`src/rtl/dtg_pkg.sv`:
```
`timescale 1ns/1ps
package dtg_pkg;

    // Active-high timing flags, hs in the top bit
    typedef struct packed {
        logic hs;
        logic vs;
        logic de;
    } flags_t;

    // Polarity and launch-edge selection
    typedef struct packed {
        logic hs_pol;
        logic vs_pol;
        logic de_pol;
        logic pix_rise;
        logic sync_own;
        logic sync_rise;
    } mode_t;

endpackage

```
`src/rtl/dtg_raster.sv`:
```
`timescale 1ns/1ps
module dtg_raster
    import dtg_pkg::*;
#(
    parameter int CW = 12
) (
    input  logic          clk,
    input  logic          rst_n,
    input  logic [CW-1:0] act_w_i,
    input  logic [CW-1:0] act_h_i,
    input  logic [CW-1:0] hs_len_i,
    input  logic [CW-1:0] hfp_i,
    input  logic [CW-1:0] hbp_i,
    input  logic [CW-1:0] vs_len_i,
    input  logic [CW-1:0] vfp_i,
    input  logic [CW-1:0] vbp_i,
    input  mode_t         mode_i,
    output mode_t         mode_o,
    output flags_t        flags_o,
    output logic          req_o,
    output logic [CW-1:0] x_o,
    output logic [CW-1:0] y_o
);
    localparam int TW = CW + 2;

    typedef struct packed {
        logic [CW-1:0] w;
        logic [CW-1:0] h;
        logic [CW-1:0] hs;
        logic [CW-1:0] hfp;
        logic [CW-1:0] hbp;
        logic [CW-1:0] vs;
        logic [CW-1:0] vfp;
        logic [CW-1:0] vbp;
    } geom_t;

    typedef struct packed {
        logic          run;
        logic [TW-1:0] h;
        logic [TW-1:0] v;
        geom_t         g;
        mode_t         m;
    } state_t;

    state_t        s_d, s_q;
    geom_t         geom_in;
    logic [TW-1:0] htot, vtot, hstart, hend, vstart, vend;
    logic          line_end, frame_end;
    logic          hact, vact;

    always_comb begin
        geom_in.w   = act_w_i;
        geom_in.h   = act_h_i;
        geom_in.hs  = hs_len_i;
        geom_in.hfp = hfp_i;
        geom_in.hbp = hbp_i;
        geom_in.vs  = vs_len_i;
        geom_in.vfp = vfp_i;
        geom_in.vbp = vbp_i;
    end

    // Period and window bounds of the frame in flight
    always_comb begin
        htot   = TW'(s_q.g.w) + TW'(s_q.g.hs) + TW'(s_q.g.hfp) + TW'(s_q.g.hbp);
        vtot   = TW'(s_q.g.h) + TW'(s_q.g.vs) + TW'(s_q.g.vfp) + TW'(s_q.g.vbp);
        hstart = TW'(s_q.g.hs) + TW'(s_q.g.hbp);
        hend   = hstart + TW'(s_q.g.w);
        vstart = TW'(s_q.g.vs) + TW'(s_q.g.vbp);
        vend   = vstart + TW'(s_q.g.h);
        line_end  = (s_q.h + TW'(1)) >= htot;
        frame_end = s_q.run && line_end && ((s_q.v + TW'(1)) >= vtot);
    end

    // Next-state: origin and capture at wrap, else advance
    always_comb begin
        s_d = s_q;
        if (!s_q.run || frame_end) begin
            s_d.run = 1'b1;
            s_d.h   = '0;
            s_d.v   = '0;
            s_d.g   = geom_in;
            s_d.m   = mode_i;
        end else if (line_end) begin
            s_d.h = '0;
            s_d.v = s_q.v + TW'(1);
        end else begin
            s_d.h = s_q.h + TW'(1);
        end
    end

    always_ff @(posedge clk or negedge rst_n) begin
        if (!rst_n) s_q <= '0;
        else        s_q <= s_d;
    end

    // Phase decode, active-high
    always_comb begin
        hact       = (s_q.h >= hstart) && (s_q.h < hend);
        vact       = (s_q.v >= vstart) && (s_q.v < vend);
        flags_o.hs = s_q.run && (s_q.h < TW'(s_q.g.hs));
        flags_o.vs = s_q.run && (s_q.v < TW'(s_q.g.vs));
        flags_o.de = s_q.run && hact && vact;
        req_o      = flags_o.de;
        x_o        = flags_o.de ? CW'(s_q.h - hstart) : '0;
        y_o        = flags_o.de ? CW'(s_q.v - vstart) : '0;
        mode_o     = s_q.run ? s_q.m : mode_i;
    end


    h_bound_chk: assert property (@(posedge clk) disable iff (!rst_n)
        (s_q.run && htot != '0) |-> (s_q.h < htot));


    v_bound_chk: assert property (@(posedge clk) disable iff (!rst_n)
        (s_q.run && vtot != '0) |-> (s_q.v < vtot));


    line_step_chk: assert property (@(posedge clk) disable iff (!rst_n)
        (s_q.run && line_end && !frame_end) |=> (s_q.h == '0 && s_q.v == $past(s_q.v) + TW'(1)));


    cfg_hold_chk: assert property (@(posedge clk) disable iff (!rst_n)
        (s_q.run && !frame_end) |=> ($stable(s_q.g) && $stable(s_q.m)));


    hs_de_excl_chk: assert property (@(posedge clk) disable iff (!rst_n)
        !(flags_o.hs && flags_o.de));

endmodule

```
`src/rtl/dtg_launch.sv`:
```
`timescale 1ns/1ps
module dtg_launch
    import dtg_pkg::*;
(
    input  logic   clk,
    input  logic   rst_n,
    input  flags_t flags_i,
    input  mode_t  mode_i,
    output logic   de_pos_o,
    output logic   hsync_o,
    output logic   vsync_o,
    output logic   de_o
);
    localparam int NSIG = 3;

    flags_t          pos_d, pos_q, neg_d, neg_q;
    logic [NSIG-1:0] rise, pol, pos_v, neg_v, out_v;
    logic            sync_edge;

    always_comb begin
        pos_d     = flags_i;
        neg_d     = pos_q;
        sync_edge = mode_i.sync_own ? mode_i.sync_rise : mode_i.pix_rise;
        rise      = {sync_edge, sync_edge, mode_i.pix_rise};
        pol       = {mode_i.hs_pol, mode_i.vs_pol, mode_i.de_pol};
        pos_v     = pos_q;
        neg_v     = neg_q;
    end

    always_ff @(posedge clk or negedge rst_n) begin
        if (!rst_n) pos_q <= '0;
        else        pos_q <= pos_d;
    end

    // Half-cycle delayed copy for falling-edge launch
    always_ff @(negedge clk or negedge rst_n) begin
        if (!rst_n) neg_q <= '0;
        else        neg_q <= neg_d;
    end

    for (genvar i = 0; i < NSIG; i++) begin : g_out
        assign out_v[i] = (rise[i] ? pos_v[i] : neg_v[i]) ^ ~pol[i];
    end

    assign hsync_o  = out_v[2];
    assign vsync_o  = out_v[1];
    assign de_o     = out_v[0];
    assign de_pos_o = pos_q.de;


    neg_copy_chk: assert property (@(posedge clk) disable iff (!rst_n)
        neg_q == pos_q);

endmodule

```
`src/rtl/disp_timing_gen.sv`:
```
`timescale 1ns/1ps
module disp_timing_gen
    import dtg_pkg::*;
#(
    parameter int CW = 12
) (
    input  logic          clk,
    input  logic          rst_n,
    input  logic [CW-1:0] act_w,
    input  logic [CW-1:0] act_h,
    input  logic [CW-1:0] hsync_len,
    input  logic [CW-1:0] hfront,
    input  logic [CW-1:0] hback,
    input  logic [CW-1:0] vsync_len,
    input  logic [CW-1:0] vfront,
    input  logic [CW-1:0] vback,
    input  logic          hsync_pol,
    input  logic          vsync_pol,
    input  logic          de_pol,
    input  logic          pix_rise,
    input  logic          sync_own,
    input  logic          sync_rise,
    output logic          hsync,
    output logic          vsync,
    output logic          de,
    output logic          pix_req,
    output logic [CW-1:0] pix_x,
    output logic [CW-1:0] pix_y
);
    mode_t  mode_in, mode_eff;
    flags_t flags;
    logic   de_pos;

    always_comb begin
        mode_in.hs_pol    = hsync_pol;
        mode_in.vs_pol    = vsync_pol;
        mode_in.de_pol    = de_pol;
        mode_in.pix_rise  = pix_rise;
        mode_in.sync_own  = sync_own;
        mode_in.sync_rise = sync_rise;
    end

    dtg_raster #(.CW(CW)) u_raster (
        .clk      (clk),
        .rst_n    (rst_n),
        .act_w_i  (act_w),
        .act_h_i  (act_h),
        .hs_len_i (hsync_len),
        .hfp_i    (hfront),
        .hbp_i    (hback),
        .vs_len_i (vsync_len),
        .vfp_i    (vfront),
        .vbp_i    (vback),
        .mode_i   (mode_in),
        .mode_o   (mode_eff),
        .flags_o  (flags),
        .req_o    (pix_req),
        .x_o      (pix_x),
        .y_o      (pix_y)
    );

    dtg_launch u_launch (
        .clk      (clk),
        .rst_n    (rst_n),
        .flags_i  (flags),
        .mode_i   (mode_eff),
        .de_pos_o (de_pos),
        .hsync_o  (hsync),
        .vsync_o  (vsync),
        .de_o     (de)
    );


    req_lead_chk: assert property (@(posedge clk) disable iff (!rst_n)
        pix_req |=> de_pos);


    idle_coord_chk: assert property (@(posedge clk) disable iff (!rst_n)
        !pix_req |-> (pix_x == '0 && pix_y == '0));

endmodule

```
`config.mk`:
```
export PLATFORM = sky130hd
export DESIGN_NAME = disp_timing_gen
export DESIGN_NICKNAME = d
export VERILOG_FILES = /design/src/rtl/dtg_pkg.sv /design/src/rtl/dtg_raster.sv /design/src/rtl/dtg_launch.sv /design/src/rtl/disp_timing_gen.sv
export SDC_FILE = /design/constraint.sdc
export NUM_CORES = 1
export LEC_CHECK = 0
export BUFFER_PORTS_ARGS = -buffer_cell sky130_fd_sc_hd__buf_2
export CORE_UTILIZATION = 30
export DETAILED_ROUTE_END_ITERATION = 12
export GPL_ROUTABILITY_DRIVEN = 0
export SYNTH_ARGS = -nofsm -noshare
export SYNTH_HDL_FRONTEND = slang
export SYNTH_SLANG_ARGS = --single-unit
```
`constraint.sdc`:
```
create_clock -name clk -period 16.3 [get_ports clk]
set_input_delay 0.815 -clock clk [delete_from_list [all_inputs] [get_ports clk]]
set_output_delay 0.815 -clock clk [all_outputs]
set_load 0.1 [all_outputs]
```
# == After elaboration in Yosys (flattened, before gate mapping) ==
# Cells that the tools add are included.
# word_totals
ff_bits,137
input_bits,104
output_inout_bits,28
word_cells,72
# op_classes
addsub,14
order_cmp,8
n_mux,10
bitwise,6
n_reduce_logical,11
# op_table
cell,n
14-bit by 12-bit adder with 14-bit output,4
12-bit by 12-bit adder with 13-bit output,4
13-bit by 12-bit adder with 14-bit output,2
14-bit by 1-bit adder with 14-bit output (second input constant),2
14-bit by 13-bit greater-or-equal comparator with 1-bit output,2
14-bit greater-or-equal comparator,2
14-bit by 12-bit less-than comparator with 1-bit output,2
14-bit less-than comparator,2
14-bit two-way mux,2
28-bit two-way mux,1
12-bit two-way mux,2
12-bit subtractor,2
1-bit logical AND,8
6-bit two-way mux,1
1-bit two-way mux,4
1-bit inverter,3
1-bit bitwise XOR,3
2-bit nonzero test,1
1-bit logical NOT,1
1-bit logical OR,1

# == Depth between registers and ports, before layout ==
# Gate-level depths: netlist of run 1.
# depth
depth_word,8
ltp_mapped,30
depth_no_buf,27

# == Hierarchy ==
# A second synthesis of run 1 with hierarchy kept.
# unflattened
hier_cells,1312
hier_area_um2,13166.4
# by_module_without_submodules
mod,n_inst,cells_each,area_each_um2,seq_area_each_um2
dtg_raster,1,1299,12946.2,3278.1
dtg_launch,1,13,220.2,150.1

==> load_flow_metrics.sql, run 1 <==
INSERT INTO impl_metrics (metric_group, metric, value, unit) VALUES
('outcome', 'run_status', 'finished, final reports clean', ''),
('critical_path', 'cpPeakStageDelay', '0.44', 'ns'),
('critical_path', 'cp_data_required_time', '15.49', 'ns'),
('timing', 'slew_of_the_pin_with_the_lowest_slew_margin', '0.999', 'ns'),
('global_routing', 'grt_pass1_vias', '10700', ''),
('finish', 'syn2layout_area_growth', '13.3', '%'),
('critical_path', 'reg2reg_setup_slack', '7.59', 'ns'),
('floorplan', 'floorplan.io_pins', '132', ''),
('critical_path', 'crit_path_max_delay_cell_type', 'buf_2', ''),
('drt', 'final_antenna_net_count', '0', ''),
('logic_synthesis', 'dominantRegCellSynth', 'dfrtp_1', ''),
('floorplan', 'die_width', '215', 'um'),
('cts', 'post-cts-setup-buffer-count', '0', ''),
('logic_synthesis', 'post_synthesis_sequential_area_ratio', '25.3', '%'),
('logic_synthesis', 'yosys.cell_types.count', '64', ''),
('critical_path', 'number_of_cells_on_the_critical_path', '3', ''),
('global_routing', 'grt_max_degree', '64', ''),
('critical_path', 'cp_data_arrival_time', '9.62', 'ns'),
('drt', 'post-route-drc-count', '0', ''),
('drt', 'route.detailed.vias_per_inst', '4.85', ''),
('timing', 'clock_skew', '0.0320', 'ns'),
('critical_path', 'rr_startpoint', 'u_launch.neg_d[2]', ''),
('drt', 'dr_total_vias', '10500', ''),
('critical_path', 'worst_setup_path_start_kind', 'flip-flop', ''),
('drt', 'drt_first_pass_iters', '5', ''),
('global_routing', 'groute.usage.overall', '15.5', '%'),
('critical_path', 'critPathTopFamily', 'buffers and inverters', ''),
('global_routing', 'grt_first_pass_wirelength', '56.3', 'mm'),
('logic_synthesis', 'synthesized_nets', '1752', ''),
('critical_path', 'critical_path_class', 'flip-flop to output port', ''),
('cts', 'clock_tree.buffer_depth', '2', ''),
('drt', 'drtIter0Drc', '541', ''),
('critical_path', 'worstRegToRegCells', '0', ''),
('critical_path', 'end_kind', 'output port', ''),
('critical_path', 'crit_path_max_fanout', '1', ''),
('finish', 'final_cell_mix', 'ha_1 (200), inv_1 (191), dfrtp_1 (134)', ''),
('global_routing', 'globalRoute.totalOverflow', '0', ''),
('critical_path', 'crit-reg2reg-capture', 'u_launch.neg_q[2]', ''),
('drt', 'wirelength', '34.4', 'mm'),
('floorplan', 'core_area', '44400', 'sq um'),
('global_routing', 'initial_antenna_violation_count', '0', ''),
('timing', 'finalSetupTns', '0', 'ns'),
('placed_design', 'port-buffer-count', '131', ''),
('timing', 'setup-violations-final', '0', ''),
('critical_path', 'critical_path_cell_list', 'mux2i_1 > xnor2_1 > buf_2', ''),
('timing', 'finalHoldViolCount', '0', ''),
('timing', 'grt_setup_unrepaired', 'false', ''),
('placed_design', 'place.detailed.hpwl', '28.0', 'mm'),
('finish', 'layout_commonest_cell', 'ha_1', ''),
('logic_synthesis', 'synth_seq_cells', '137', ''),
('logic_synthesis', 'synth_area_per_cell', '9.58', 'sq um'),
('cts', 'cts-htree-levels', '4', ''),
('critical_path', 'crit_buf_inv', '1', ''),
('min_path', 'worst_hold_path_type', 'primary input to async pin', ''),
('timing', 'slew-limit-headroom', '31.6', '%'),
('cts', 'tritoncts', 'yes', ''),
('floorplan', 'chipHeight', '215', 'um'),
('logic_synthesis', 'post_synth_inst_count', '1414', ''),
('timing', 'final_max_slew_viol_count', '0', ''),
('floorplan', 'initial_standard_cell_utilization_of_the_core', '30.5', '%'),
('floorplan', 'row_count', '77', ''),
('logic_synthesis', 'count_of_flip_flops_with_a_built_in_enable_after_synthesis', '0', ''),
('cts', 'tritoncts.num_buffers', '17', ''),
('logic_synthesis', 'synthesis.yosys.warnings', '0', ''),
('cts', 'clk-insertion-delay-late', '0.45', 'ns'),
('finish', 'final_layout_size_suffix_gt1_share', '17.9', '%'),
('critical_path', 'crit_path_start', 'u_launch.neg_q[1]', ''),
('drt', 'routed_wire_length_per_instance', '15.9', 'um'),
('logic_synthesis', 'syn_area', '13500', 'sq um'),
('critical_path', 'worstSetupEndpoint', 'vsync', ''),
('finish', 'antenna_cells_inserted', '0', ''),
('cts', 'cts.hold.buffers_added', '0', ''),
('cts', 'worst_setup_hold_path_clk_slew', '0.06', 'ns'),
('floorplan', 'die_area', '46000', 'sq um'),
('cts', 'cts_sinks', '137', ''),
('flow_run', 'max_cap_viol_count', '0', ''),
('cts', 'cts-root-buf', 'clkbuf_16', ''),
('logic_synthesis', 'synthArstFlopShare', '100', '%'),
('cts', 'post_cts_resize_count', '0', ''),
('finish', 'final_net_count', '1890', '');
-- final cells by class --
type | instances | area, sq um
well taps | 592 | 741
inverters | 191 | 717
clock buffers | 20 | 457
multi-input cells | 1066 | 9170
fillers | 4548 | 29100
repair buffers | 139 | 722
clock inverters | 11 | 114
flip-flops and latches | 137 | 3430
-- cell usage after synthesis (5+ instances only) --
master     number  area share (%)
a2111oi_0       5            0.32
a211oi_1       15            0.83
a21o_1         34             1.9
a21oi_1        89             3.3
a31oi_1         6            0.28
and2_1         20            0.92
and3_1         14            0.65
and4_1          8            0.52
buf_12          9             1.3
clkbuf_1        6            0.17
dfrtp_1       134              25
fa_1           34             5.0
ha_1          200              18
inv_1         191             5.3
mux2_2         22             1.8
mux2_4         80             8.9
mux2i_1         9            0.67
nand2_1        49             1.4
nand2b_1       14            0.65
nand3_1        31             1.1
nand4_1        17            0.79
nor2_1         92             2.5
nor2b_1        25             1.2
nor3_1         24            0.89
o2111ai_1       7            0.45
o211ai_1        6            0.33
o21a_1         23             1.3
o21ai_0        57             2.1
o21bai_1       12            0.67
o22ai_1         6            0.28
o31ai_1         8            0.44
o41ai_1         5            0.32
or3_1           5            0.23
xnor2_1        59             3.8
xor2_1         51             3.3
-- per-stage QoR --
stage / instances / worst slack (ns) / util [%] / instance area [sq um] / hold slack (ns)
2_1_floorplan: 1414 / 5.31 / - / 13500 / 0.481
3_3_place_gp: 2125 / 6.28 / 33.3 / 14800 / 0.496
3_5_place_dp: 2125 / 6.30 / 33.3 / 14800 / 0.495
4_1_cts: 2156 / 5.83 / 34.6 / 15300 / 0.241
5_1_grt: 2156 / 5.75 / 34.6 / 15300 / 0.247
6_report: 2156 / 5.86 / 34.6 / 15300 / 0.258
-- routing by layer --
layer / track usage, % / vias up / routed length (um)
li1: - / 5240 / -
met1: 19.8 / 5047 / 15800
met2: 26.9 / 151 / 17000
met3: 3.19 / 27 / 1170
met4: 3.40 / 0 / 432
met5: 0 / - / 0
-- registers in the layout (all words and copies together) (netlist names) --
| name | count |
|---|---|
| u_launch.neg_d | 2 |
| u_launch.neg_q | 3 |
| u_raster.s_q | 131 |
| u_launch.de_pos_o | 1 |
-- worst min path at each step --
stage	start	endpoint	slack (ns)
after CTS	rst_n	u_raster.s_q[85]	0.24
after global routing	rst_n	u_raster.s_q[85]	0.25
after floorplan	u_raster.s_q[29]	u_raster.s_q[29]	0.48
after detailed placement	u_raster.s_q[5]	u_raster.s_q[5]	0.49
after global placement	u_raster.s_q[29]	u_raster.s_q[29]	0.50
final	rst_n	u_raster.s_q[85]	0.26
-- kinds of logic after synthesis --
family | Yosys count | share of synthesized area [%]
AND/OR/NAND/NOR | 311 | 11.5
AO/OA/AOI/OAI | 299 | 14.2
adder cells (fa/ha/maj) | 234 | 23.5
buffers and inverters | 211 | 7.00
flip-flops | 137 | 25.3
multiplexers | 111 | 11.4
XOR/XNOR | 110 | 7.11
other | 1 | 0.0277
Power of run 1 is not shown: default switching activity piles up to over one toggle a cycle in this logic, so the estimate is an artifact.
==> inputs of run 2 (changes only) <==
==> constraint.sdc (replaced) <==
create_clock -name clk -period 8.58 [get_ports clk]
set_input_delay 0.429 -clock clk [delete_from_list [all_inputs] [get_ports clk]]
set_output_delay 0.429 -clock clk [all_outputs]
set_load 0.1 [all_outputs]
==> run 2 against run 1 <==
- core utilization rose by 0.17 points
- register-to-register slack got worse by 6.3 ns
- sequential share of layout area is 0.11 points lower
- cell count about the same
- clock skew down 0.00098 ns
- routed wire length is 2.4% higher
- critical endpoint is now u_raster.s_q[54]
- worst hold slack lost 0.053 ns
- die area unchanged
- highest routed layer unchanged
- flip-flop and latch count stayed put
- first-iteration DRC count up 0.55%
==> load_flow_metrics.sql, run 2 (synthesis gave the netlist of run 1 again) <==
INSERT INTO impl_metrics (metric_group, metric, value, unit) VALUES
('outcome', 'run_status', 'finished, final reports clean', ''),
('finish', 'layout_commonest_cell', 'ha_1', ''),
('cts', 'tritoncts.num_buffers', '17', ''),
('finish', 'syn2layout_area_growth', '13.9', '%'),
('drt', 'routed_wire_length_per_instance', '16.3', 'um'),
('critical_path', 'end_kind', 'flip-flop', ''),
('drt', 'route.detailed.vias_per_inst', '4.84', ''),
('placed_design', 'place.detailed.hpwl', '28.5', 'mm'),
('critical_path', 'timing.critical_path.mode_cell', 'ha_1', ''),
('timing', 'slew_of_the_pin_with_the_lowest_slew_margin', '1.03', 'ns'),
('global_routing', 'groute.usage.overall', '15.7', '%'),
('flow_run', 'max_cap_viol_count', '0', ''),
('finish', 'final_layout_size_suffix_gt1_share', '17.9', '%'),
('critical_path', 'crit_path_max_fanout', '50', ''),
('global_routing', 'grt_max_degree', '65', ''),
('critical_path', 'critPathTopFamily', 'compound AO/OA/AOI/OAI gates', ''),
('cts', 'cts_sinks', '137', ''),
('critical_path', 'worst_setup_path_start_kind', 'flip-flop', ''),
('finish', 'largest-register', 'u_raster.s_q', ''),
('cts', 'cts-root-buf', 'clkbuf_16', ''),
('cts', 'worst_setup_hold_path_clk_slew', '0.07', 'ns'),
('drt', 'wirelength', '35.2', 'mm'),
('drt', 'drtIter0Drc', '544', ''),
('critical_path', 'rr_startpoint', 'u_raster.s_q[67]', ''),
('drt', 'dr_total_vias', '10400', ''),
('critical_path', 'cp_data_required_time', '8.91', 'ns'),
('floorplan', 'die_width', '215', 'um'),
('cts', 'clock_tree.buffer_depth', '2', ''),
('critical_path', 'critical_path_cell_list', 'ha_1 > a211oi_1 > o21ai_0 > a21oi_1 > o21bai_1 > a2111oi_0 > xor2_1 > fa_1 > inv_1 > ha_1 > and3_1 > a2111oi_0 > a21oi_1 > xnor2_1 > ha_1 > a211o_1 > or4b_1 > a21oi_2 > a22o_2 > buf_4 > nor2_4 > buf_4 > mux2_4', ''),
('cts', 'tritoncts', 'yes', ''),
('cts', 'clk-insertion-delay-late', '0.45', 'ns'),
('critical_path', 'cpPeakStageDelay', '0.80', 'ns'),
('timing', 'post-route-min-period', '7.30', 'ns'),
('timing', 'final_max_slew_viol_count', '0', ''),
('critical_path', 'cp_data_arrival_time', '7.63', 'ns'),
('finish', 'final_cell_mix', 'ha_1 (200), inv_1 (191), dfrtp_1 (134)', ''),
('min_path', 'worst_hold_path_type', 'primary input to flip-flop', ''),
('critical_path', 'crit_path_max_delay_cell_type', 'a2111oi_0', ''),
('global_routing', 'grt_first_pass_wirelength', '57.3', 'mm'),
('floorplan', 'core_area', '44400', 'sq um'),
('critical_path', 'crit_path_start', 'u_raster.s_q[67]', ''),
('timing', 'highest_clock_rate', '137', 'MHz'),
('floorplan', 'row_count', '77', ''),
('timing', 'layout_worst_path_cycle_share', '85.0', '%'),
('timing', 'clock_skew', '0.0311', 'ns'),
('timing', 'grt_setup_unrepaired', 'false', ''),
('drt', 'drt_first_pass_iters', '5', ''),
('timing', 'finalSetupTns', '0', 'ns'),
('critical_path', 'crit-reg2reg-capture', 'u_raster.s_q[54]', ''),
('floorplan', 'chipHeight', '215', 'um'),
('floorplan', 'initial_standard_cell_utilization_of_the_core', '30.5', '%'),
('global_routing', 'initial_antenna_violation_count', '0', ''),
('critical_path', 'crit_buf_inv', '3', ''),
('cts', 'post-cts-setup-buffer-count', '0', ''),
('timing', 'finalHoldViolCount', '0', ''),
('floorplan', 'floorplan.io_pins', '132', ''),
('finish', 'largest_register_ff_count', '131', ''),
('critical_path', 'reg2reg_setup_slack', '1.28', 'ns'),
('critical_path', 'worstRegToRegCells', '23', ''),
('drt', 'final_antenna_net_count', '0', ''),
('critical_path', 'critical_path_class', 'flip-flop to flip-flop', ''),
('cts', 'cts-htree-levels', '4', ''),
('placed_design', 'port-buffer-count', '131', ''),
('global_routing', 'grt_pass1_vias', '10900', ''),
('global_routing', 'globalRoute.totalOverflow', '0', ''),
('critical_path', 'number_of_cells_on_the_critical_path', '23', ''),
('finish', 'fill_cells', '4507', ''),
('drt', 'post-route-drc-count', '0', ''),
('timing', 'slew-limit-headroom', '29.8', '%'),
('finish', 'antenna_cells_inserted', '0', ''),
('critical_path', 'worstSetupEndpoint', 'u_raster.s_q[54]', ''),
('floorplan', 'die_area', '46000', 'sq um'),
('finish', 'final_net_count', '1892', ''),
('timing', 'setup-violations-final', '0', '');
## run 2: changes by cell type in the layout (fill, tap and decap cells not counted)
cell	before	now
dlygate4sd3_1	0	1
inv_6	3	0
clkinv_4	4	3
bufinv_16	1	4
clkinvlp_4	3	2
clkinv_2	0	2
buf_4	8	9
## run 2: what timing repair did
| item | 4_1_cts | 5_1_grt |
|---|---|---|
| endpoints found under the hold margin | 31 | 0 |
| gates resized for setup | 0 | 0 |
| hold buffers | 1 | 0 |
## run 2: worst min path at each step
| stage | from | endpoint | slack, ns | depth (start not counted) |
|---|---|---|---|---|
| CTS | hfront[3] | u_raster.s_q[57] | 0.18 | 2 |
| global placement | rst_n | u_raster.s_q[36] | 0.36 | 1 |
| detailed placement | rst_n | u_raster.s_q[36] | 0.36 | 1 |
| finish | hfront[3] | u_raster.s_q[57] | 0.20 | 2 |
| floorplan | rst_n | u_launch.de_pos_o | 0.13 | 0 |
| global route | act_w[3] | u_raster.s_q[93] | 0.18 | 2 |
## run 2: cell type report
cell class / instances / area (sq um) / area share (%)
Tap cell: 592 / 741 / 4.80
Sequential cell: 137 / 3430 / 22.2
Clock inverter: 11 / 171 / 1.11
Multi-Input combinational cell: 1066 / 9170 / 59.5
Timing Repair Buffer: 141 / 739 / 4.79
Clock buffer: 20 / 457 / 2.96
Inverter: 191 / 717 / 4.65
## run 2: routing by layer
layer	routed length (um)	GRT usage [%]	up-vias
met5	0	0	-
met4	522	3.81	0
met3	1140	2.79	32
met2	16800	26.9	189
met1	16700	20.5	5000
li1	-	-	5225
## run 2: metrics by stage
step	util (%)	setup WS [ns]	instance area, sq um	cells	hold slack, ns
finish	34.7	1.28	15400	2158	0.204
global placement	33.3	1.46	14800	2126	0.355
floorplan	-	1.45	13500	1414	0.133
detailed placement	33.3	1.40	14800	2126	0.358
global route	34.7	0.691	15400	2158	0.184
CTS	34.7	1.36	15400	2158	0.183
Power of run 2 is left out for the same reason.
==> inputs of run 3 (changes only) <==
==> constraint.sdc (replaced) <==
create_clock -name clk -period 8.58 [get_ports clk]
set_input_delay 1.716 -clock clk [delete_from_list [all_inputs] [get_ports clk]]
set_output_delay 1.716 -clock clk [all_outputs]
set_load 0.01 [all_outputs]
==> run 3 against run 2 <==
- fmax fell by 8.1%
- highest routed layer unchanged
- die area did not move
- setup slack got worse by 0.64 ns
- non-clock buffer count fell by 3
- sequential share of layout area rose by 0.13 points
- via count fell by 0.23%
- first-iteration DRC count fell by 1.7%
- clock-buffer cell count fell by 2
- largest cell class unchanged
- routed wire length fell by 2.1%
- cell count barely moved
- critical path depth rose by 3
==> load_flow_metrics.sql, run 3 (synthesis gave the netlist of run 1 again) <==
INSERT INTO impl_metrics (metric_group, metric, value, unit) VALUES
('drt', 'wirelength', '34.4', 'mm'),
('floorplan', 'row_count', '77', ''),
('cts', 'worst_setup_hold_path_clk_slew', '0.07', 'ns'),
('floorplan', 'die_width', '215', 'um'),
('min_path', 'worst_hold_path_type', 'flip-flop to flip-flop', ''),
('timing', 'highest_clock_rate', '126', 'MHz'),
('flow_run', 'max_cap_viol_count', '0', ''),
('min_path', 'hp-start', 'u_raster.s_q[27]', ''),
('cts', 'cts-root-buf', 'clkbuf_16', ''),
('critical_path', 'crit_path_max_delay_cell_type', 'dfrtp_1', ''),
('finish', 'largest-register', 'u_raster.s_q', ''),
('global_routing', 'initial_antenna_violation_count', '0', ''),
('finish', 'post-route-cell-area', '15300', 'sq um'),
('floorplan', 'chipHeight', '215', 'um'),
('timing', 'final_max_slew_viol_count', '0', ''),
('timing', 'grt_setup_unrepaired', 'false', ''),
('global_routing', 'grt_first_pass_wirelength', '55.9', 'mm'),
('critical_path', 'cp_data_required_time', '6.86', 'ns'),
('drt', 'drt_first_pass_iters', '5', ''),
('timing', 'slew-limit-headroom', '32.5', '%'),
('global_routing', 'grt_pass1_vias', '10600', ''),
('drt', 'route.detailed.vias_per_inst', '4.83', ''),
('critical_path', 'cpPeakStageDelay', '0.41', 'ns'),
('timing', 'clock_skew', '0.0320', 'ns'),
('floorplan', 'core_area', '44400', 'sq um'),
('outcome', 'run_status', 'finished, final reports clean', ''),
('cts', 'cts_sinks', '137', ''),
('critical_path', 'crit_buf_inv', '3', ''),
('finish', 'finalCoreUtilization', '34.5', '%'),
('cts', 'cts-htree-levels', '4', ''),
('critical_path', 'cp_data_arrival_time', '6.22', 'ns'),
('finish', 'largest_register_ff_count', '131', ''),
('finish', 'final_net_count', '1889', ''),
('drt', 'final_antenna_net_count', '0', ''),
('cts', 'clock_tree.buffer_depth', '2', ''),
('finish', 'final_layout_size_suffix_gt1_share', '18.0', '%'),
('global_routing', 'globalRoute.totalOverflow', '0', ''),
('drt', 'post-route-drc-count', '0', ''),
('placed_design', 'dpl-instance-area', '14800', 'sq um'),
('critical_path', 'critical_path_class', 'flip-flop to output port', ''),
('timing', 'post-route-min-period', '7.94', 'ns'),
('floorplan', 'floorplan.io_pins', '132', ''),
('timing', 'finalSetupTns', '0', 'ns'),
('timing', 'layout_worst_path_cycle_share', '92.5', '%'),
('critical_path', 'worst_setup_path_start_kind', 'flip-flop', ''),
('drt', 'drtIter0Drc', '535', ''),
('drt', 'routed_wire_length_per_instance', '16.0', 'um'),
('cts', 'cts.hold.buffers_added', '0', ''),
('timing', 'setup-violations-final', '0', ''),
('finish', 'final_cell_mix', 'ha_1 (200), inv_1 (191), dfrtp_1 (134)', ''),
('critical_path', 'rr_startpoint', 'u_raster.s_q[31]', ''),
('cts', 'tritoncts.num_buffers', '17', ''),
('placed_design', 'place.detailed.hpwl', '28.0', 'mm'),
('critical_path', 'crit_path_max_fanout', '15', ''),
('finish', 'antenna_cells_inserted', '0', ''),
('cts', 'post_cts_resize_count', '0', ''),
('critical_path', 'critPathTopFamily', 'compound AO/OA/AOI/OAI gates', ''),
('drt', 'dr_total_vias', '10400', ''),
('floorplan', 'initial_standard_cell_utilization_of_the_core', '30.5', '%'),
('cts', 'clk-insertion-delay-late', '0.45', 'ns'),
('timing', 'finalHoldViolCount', '0', ''),
('finish', 'layout_commonest_cell', 'ha_1', ''),
('critical_path', 'crit_path_start', 'u_raster.s_q[42]', ''),
('floorplan', 'die_area', '46000', 'sq um'),
('placed_design', 'port-buffer-count', '131', ''),
('finish', 'syn2layout_area_growth', '13.2', '%'),
('global_routing', 'grt_max_degree', '97', ''),
('global_routing', 'groute.usage.overall', '15.4', '%'),
('cts', 'post-cts-setup-buffer-count', '0', ''),
('critical_path', 'end_kind', 'output port', ''),
('cts', 'tritoncts', 'yes', ''),
('timing', 'slew_of_the_pin_with_the_lowest_slew_margin', '1.01', 'ns'),
('finish', 'fill_cells', '4498', '');
## run 3: per-layer routing
metal	global-route usage (%)	routed length, um
met4	3.19	354
met5	0	0
met1	19.8	16100
met2	26.6	16700
met3	3.02	1230
## run 3: through the flow
| stage | std cells | setup slack (ns) | hold slack (ns) |
|---|---|---|---|
| final | 2156 | 0.644 | 0.512 |
| after global routing | 2156 | 0.0202 | 0.530 |
| after CTS | 2156 | 0.588 | 0.516 |
| after detailed placement | 2124 | 1.10 | 0.494 |
| after global placement | 2124 | 1.22 | 0.493 |
| after floorplan | 1414 | 1.88 | 0.481 |
## run 3: cell type report
class / count / area [sq um] / share of cell area [%]
tap: 592 / 741 / 4.83
multi-input combinational: 1066 / 9170 / 59.8
clock buffer: 18 / 439 / 2.86
clock inverter: 14 / 113 / 0.734
inverter: 191 / 717 / 4.68
timing repair buffer: 138 / 727 / 4.74
sequential: 137 / 3430 / 22.4
## run 3: final timing paths
| kind | to | slack (ns) | cells past startpoint |
|---|---|---|---|
| max | pix_x[4] | 0.64 | 26 |
| min | u_raster.s_q[27] | 0.51 | 1 |
| max reg2reg | u_raster.s_q[90] | 1.42 | 22 |
| min reg2reg | u_raster.s_q[27] | 0.51 | 1 |
| max in group asynchronous | u_launch.neg_q[2] | 2.89 | 1 |
| min in group asynchronous | u_raster.s_q[37] | 1.15 | 1 |
Power of run 3 is left out for the same reason.
